### src/rtl/word_dma_channel.sv
`timescale 1ns/1ps
module word_dma_channel #(
  parameter int AW = 32,
  parameter int CW = 32
) (
  input  logic          clk,
  input  logic          rst_n,
  input  logic          reg_wr,
  input  logic [4:0]    reg_addr,
  input  logic [31:0]   reg_wdata,
  output logic [31:0]   reg_rdata,
  output logic          m_rd_req,
  output logic          m_wr_req,
  output logic [AW-1:0] m_addr,
  output logic [31:0]   m_wdata,
  input  logic          m_ready,
  input  logic          m_rvalid,
  input  logic [31:0]   m_rdata,
  output logic          irq
);
  localparam logic [4:0] OFS_SRC  = 5'h04;
  localparam logic [4:0] OFS_DST  = 5'h08;
  localparam logic [4:0] OFS_CNT  = 5'h0c;
  localparam logic [4:0] OFS_FILL = 5'h18;
  localparam logic [4:0] OFS_CTRL = 5'h1c;
  localparam int B_BUSY = 31, B_IE = 30, B_SFIX = 14, B_FILL = 13, B_DFIX = 11;
  localparam int WCW = CW - 2;

  typedef enum logic [1:0] {S_IDLE, S_RD, S_RWAIT, S_WR} st_t;

  st_t            st;
  logic [AW-1:0]  src_reg, dst_reg, src_w, dst_w;
  logic [CW-1:0]  cnt_reg;
  logic [31:0]    fill_reg, data_q, ctrl_rd;
  logic [WCW-1:0] rem;
  logic           busy, c_ie, c_sfix, c_fill, c_dfix, irq_q;

  wire wr_ok   = reg_wr && !busy;
  wire no_work = (cnt_reg[CW-1:2] == '0);

  always_ff @(posedge clk or negedge rst_n) begin
    if (!rst_n) begin
      st <= S_IDLE;
      src_reg <= '0; dst_reg <= '0; src_w <= '0; dst_w <= '0;
      cnt_reg <= '0; fill_reg <= '0; data_q <= '0; rem <= '0;
      busy <= 1'b0; c_ie <= 1'b0; c_sfix <= 1'b0; c_fill <= 1'b0; c_dfix <= 1'b0;
      irq_q <= 1'b0;
    end else begin
      if (wr_ok) begin
        case (reg_addr)
          OFS_SRC:  begin src_reg <= reg_wdata[AW-1:0]; src_w <= reg_wdata[AW-1:0]; end
          OFS_DST:  begin dst_reg <= reg_wdata[AW-1:0]; dst_w <= reg_wdata[AW-1:0]; end
          OFS_CNT:  cnt_reg <= reg_wdata[CW-1:0];
          OFS_FILL: fill_reg <= reg_wdata;
          OFS_CTRL: begin
            busy   <= reg_wdata[B_BUSY];
            c_ie   <= reg_wdata[B_IE];
            c_sfix <= reg_wdata[B_SFIX];
            c_fill <= reg_wdata[B_FILL];
            c_dfix <= reg_wdata[B_DFIX];
            if (!reg_wdata[B_IE]) irq_q <= 1'b0;
          end
          default: ;
        endcase
      end
      case (st)
        S_IDLE: if (busy) begin
          if (no_work) begin
            busy <= 1'b0;
            if (c_ie) irq_q <= 1'b1;
          end else begin
            rem <= cnt_reg[CW-1:2];
            st  <= c_fill ? S_WR : S_RD;
          end
        end
        S_RD:    if (m_ready) st <= S_RWAIT;
        S_RWAIT: if (m_rvalid) begin data_q <= m_rdata; st <= S_WR; end
        S_WR: if (m_ready) begin
          if (!c_dfix) dst_w <= dst_w + AW'(4);
          if (!c_sfix && !c_fill) src_w <= src_w + AW'(4);
          rem <= rem - WCW'(1);
          if (rem == WCW'(1)) begin
            st   <= S_IDLE;
            busy <= 1'b0;
            if (c_ie) irq_q <= 1'b1;
          end else begin
            st <= c_fill ? S_WR : S_RD;
          end
        end
        default: st <= S_IDLE;
      endcase
    end
  end

  assign m_rd_req = (st == S_RD);
  assign m_wr_req = (st == S_WR);
  assign m_addr   = (st == S_WR) ? dst_w : src_w;
  assign m_wdata  = c_fill ? fill_reg : data_q;
  assign irq      = irq_q;

  always_comb begin
    ctrl_rd = '0;
    ctrl_rd[B_BUSY] = busy;
    ctrl_rd[B_IE]   = c_ie;
    ctrl_rd[B_SFIX] = c_sfix;
    ctrl_rd[B_FILL] = c_fill;
    ctrl_rd[B_DFIX] = c_dfix;
    case (reg_addr)
      OFS_SRC:  reg_rdata = 32'(src_reg);
      OFS_DST:  reg_rdata = 32'(dst_reg);
      OFS_CNT:  reg_rdata = 32'(cnt_reg);
      OFS_FILL: reg_rdata = fill_reg;
      OFS_CTRL: reg_rdata = ctrl_rd;
      default:  reg_rdata = '0;
    endcase
  end
endmodule

### config.mk
export PLATFORM = sky130hd
export DESIGN_NAME = word_dma_channel
export DESIGN_NICKNAME = d
export VERILOG_FILES = /design/src/rtl/word_dma_channel.sv
export SDC_FILE = /design/constraint.sdc
export NUM_CORES = 1
export LEC_CHECK = 0
export BUFFER_PORTS_ARGS = -buffer_cell sky130_fd_sc_hd__buf_4
export CORE_ASPECT_RATIO = 1.2
export CORE_MARGIN = 2
export CORE_UTILIZATION = 55
export CTS_CLUSTER_SIZE = 30
export DETAILED_ROUTE_END_ITERATION = 10
export GPL_ROUTABILITY_DRIVEN = 0
export PLACE_DENSITY = 0.86
export SKIP_CTS_REPAIR_TIMING = 1
export SYNTH_ARGS = -nofsm -noshare
export SYNTH_HDL_FRONTEND = slang
export SYNTH_SLANG_ARGS = --single-unit
### constraint.sdc
create_clock -name clk -period 3.4 [get_ports clk]
set_input_delay 0.68 -clock clk [delete_from_list [all_inputs] [get_ports clk]]
set_output_delay 0.68 -clock clk [all_outputs]
set_load 0.02 [all_outputs]
==> results.ini <==
[outcome]
status=complete, no violations

[synth]
synth_mux_area_frac=0.163
synth_compound_area_frac=0.153
yosys.area_share.simple=0.166
yosysSeqAreaShare=0.484
syn_nets=1401
yosys_warnings=0
ys.flop_type=dfrtp_1
synthArstFlopShare=1.00
synth_area_leader_cell=dfrtp_1
ys_types=64
synth_edf_count=0
yosysTopAreaCellShare=0.484
synthXorXnorAreaFrac=0
synth_fa_ha_area_frac=0.00831
synth_top_family_by_area=simple AND/OR/NAND/NOR gates
synth_seq_cells=262
syn_area_per_cell_um2=10.3
synth_cells=1318
syn-cell-area_mm2=0.0136
synthTopCellsByArea=dfrtp_1, mux2_2, nand2_1

[sta]
tightest_slew_ns=0.974
slew_headroom=0.348
fin_skew_ns=0.0206
setup_viol=0
fin_crit_sh=0.914
slew_viol_final=0
rsz0062_at_grt=no
setup_tns_ns=0
timing.fmax_mhz=322
hold_violations=0
period_needed_ns=3.11

[routing]
drtAntennaViolNets=0
met3_length_mm=4.31
drt-wirelength-per-cell_um=23.8
wl_mm=43.3
drt_iter0_drc=1636
wl_met1_mm=15.7
dr_wl_met2_mm=20.9
via_per_inst=6.82
first_pass_iters=6
drcViolationCount=0
vias=12400
routed.top_layer=met4

[global_routing]
antenna_found_initial=0
grt_pass1_vias=12500
grt_start_max_net_pins=103
gr-total-overflow=0
grt_usage=0.332
grt_pass1_wl_mm=68.3

[final_layout]
layout_commonest_cell=dfrtp_1
final_util=0.678
layout.cells.non_filler=1816
n_antenna_cell=0
drive_gt1_frac=0.319
final_cell_mix=dfrtp_1, nand2_1, buf_4
final_area_mm2=0.0163
synthToLayoutAreaGrowth_pct=20.3
final_nets=1563

[setup_path]
crit_family=buffers and inverters
slowest_stage=buf_4
cp-end-kind=primary output
worstPathMaxFanout=61
max_stage_delay_ns=0.60
worstSetupPathType=reg2out
critical_path_buf_inv_count=2
r2r-end=dst_w[29]$_DFF_PN0_
worst_path_most_repeated_cell=buf_4
worstPathArrival_ns=2.43
reg2reg_slack_ns=0.61
critPathLaunchType=register
ff2ff_path_depth=8
r2r_start=st[0]$_DFFE_PN0P_
worstPathCellList=ha_4 -> buf_4 -> buf_4
critPathRequiredTime_ns=2.72

[power]
finalPower_mw=13.9
ir_worst_vdd_mv=0.606
p_leak_nw=7.38
power_density_mw_per_mm2=853

[die]
io_pins=173
die_area_mm2=0.0259
die_w_um=147
rows=62
die-height_um=176
start_util=0.564
core-area_mm2=0.0240

[hold_path]
hold_path_class=in2async

[clock_tree]
cts_tree=built
cts.sinks=262
clk_path_buf_depth=3
root_buffer=clkbuf_16
clk_pin_slew_ns=0.06
insertion_delay_ns=0.55
numCtsBuffers=27
h-tree-depth=1

[placement]
dp.cells=1771
dp_hpwl_mm=29.2
dpl_cell_area_mm2=0.0153
port_buffers=172

[job]
drv_cap=0

[worst max-delay path by stage]
stage | from | to | slack, ns | cells after the start
after detailed placement | reg_addr[2] | reg_rdata[15] | 0.35 | 7
after CTS | st[0]$_DFFE_PN0P_ | m_wr_req | 0.32 | 3
final | st[0]$_DFFE_PN0P_ | m_wr_req | 0.29 | 3
after floorplan | reg_addr[1] | reg_rdata[10] | 0.56 | 5
after global placement | reg_addr[2] | reg_rdata[15] | 0.43 | 7
after global routing | st[0]$_DFFE_PN0P_ | m_wr_req | 0.16 | 3
[routing by layer]
| metal | vias to the layer above | track usage |
|---|---|---|
| li1 | 5241 | - |
| met4 | 0 | 0.164 |
| met1 | 6105 | 0.425 |
| met5 | - | 0 |
| met2 | 832 | 0.549 |
| met3 | 208 | 0.0558 |
[stage by stage]
stage / hold slack (ns) / setup WS [ns]
floorplan: 0.384 / 0.557
global placement: 0.452 / 0.431
detailed placement: 0.464 / 0.347
CTS: 0.0830 / 0.315
global route: 0.102 / 0.164
finish: 0.0655 / 0.293
[area by class of cell]
class	count	area, um^2
clock buffer	32	734
clock inverter	13	255
fill	1713	7730
inverter	16	60.1
multi-input combinational	964	6690
sequential	262	6560
tap	320	400
timing repair buffer	209	1610
[report_power, final]
part	total, mW	switching [mW]	internal [mW]
clock network	3.34	1.28	2.07
registers	5.29	1.16	4.13
logic	5.29	2.84	2.45
[cell families (layout without fill, tap and decap cells)]
family                   after synthesis  in the layout
multiplexers                         196            196
AND/OR/NAND/NOR                      464            464
AO/OA/AOI/OAI                        295            295
adder cells (fa/ha/maj)                9              9
flip-flops                           262            262
buffers and inverters                 92            270
[cells in the mapped netlist, types with 16 or more instances]
master / n
and3_1: 18
mux2_2: 195
nor2_1: 81
a22oi_1: 64
a211oi_1: 19
o21ai_0: 44
nand2_1: 206
nor4_1: 23
dfrtp_1: 262
a21oi_1: 45
clkbuf_1: 56
nor3_1: 29
o22a_1: 16
o22ai_1: 17
nand3_1: 28
Power figures use the tool's default switching activity.
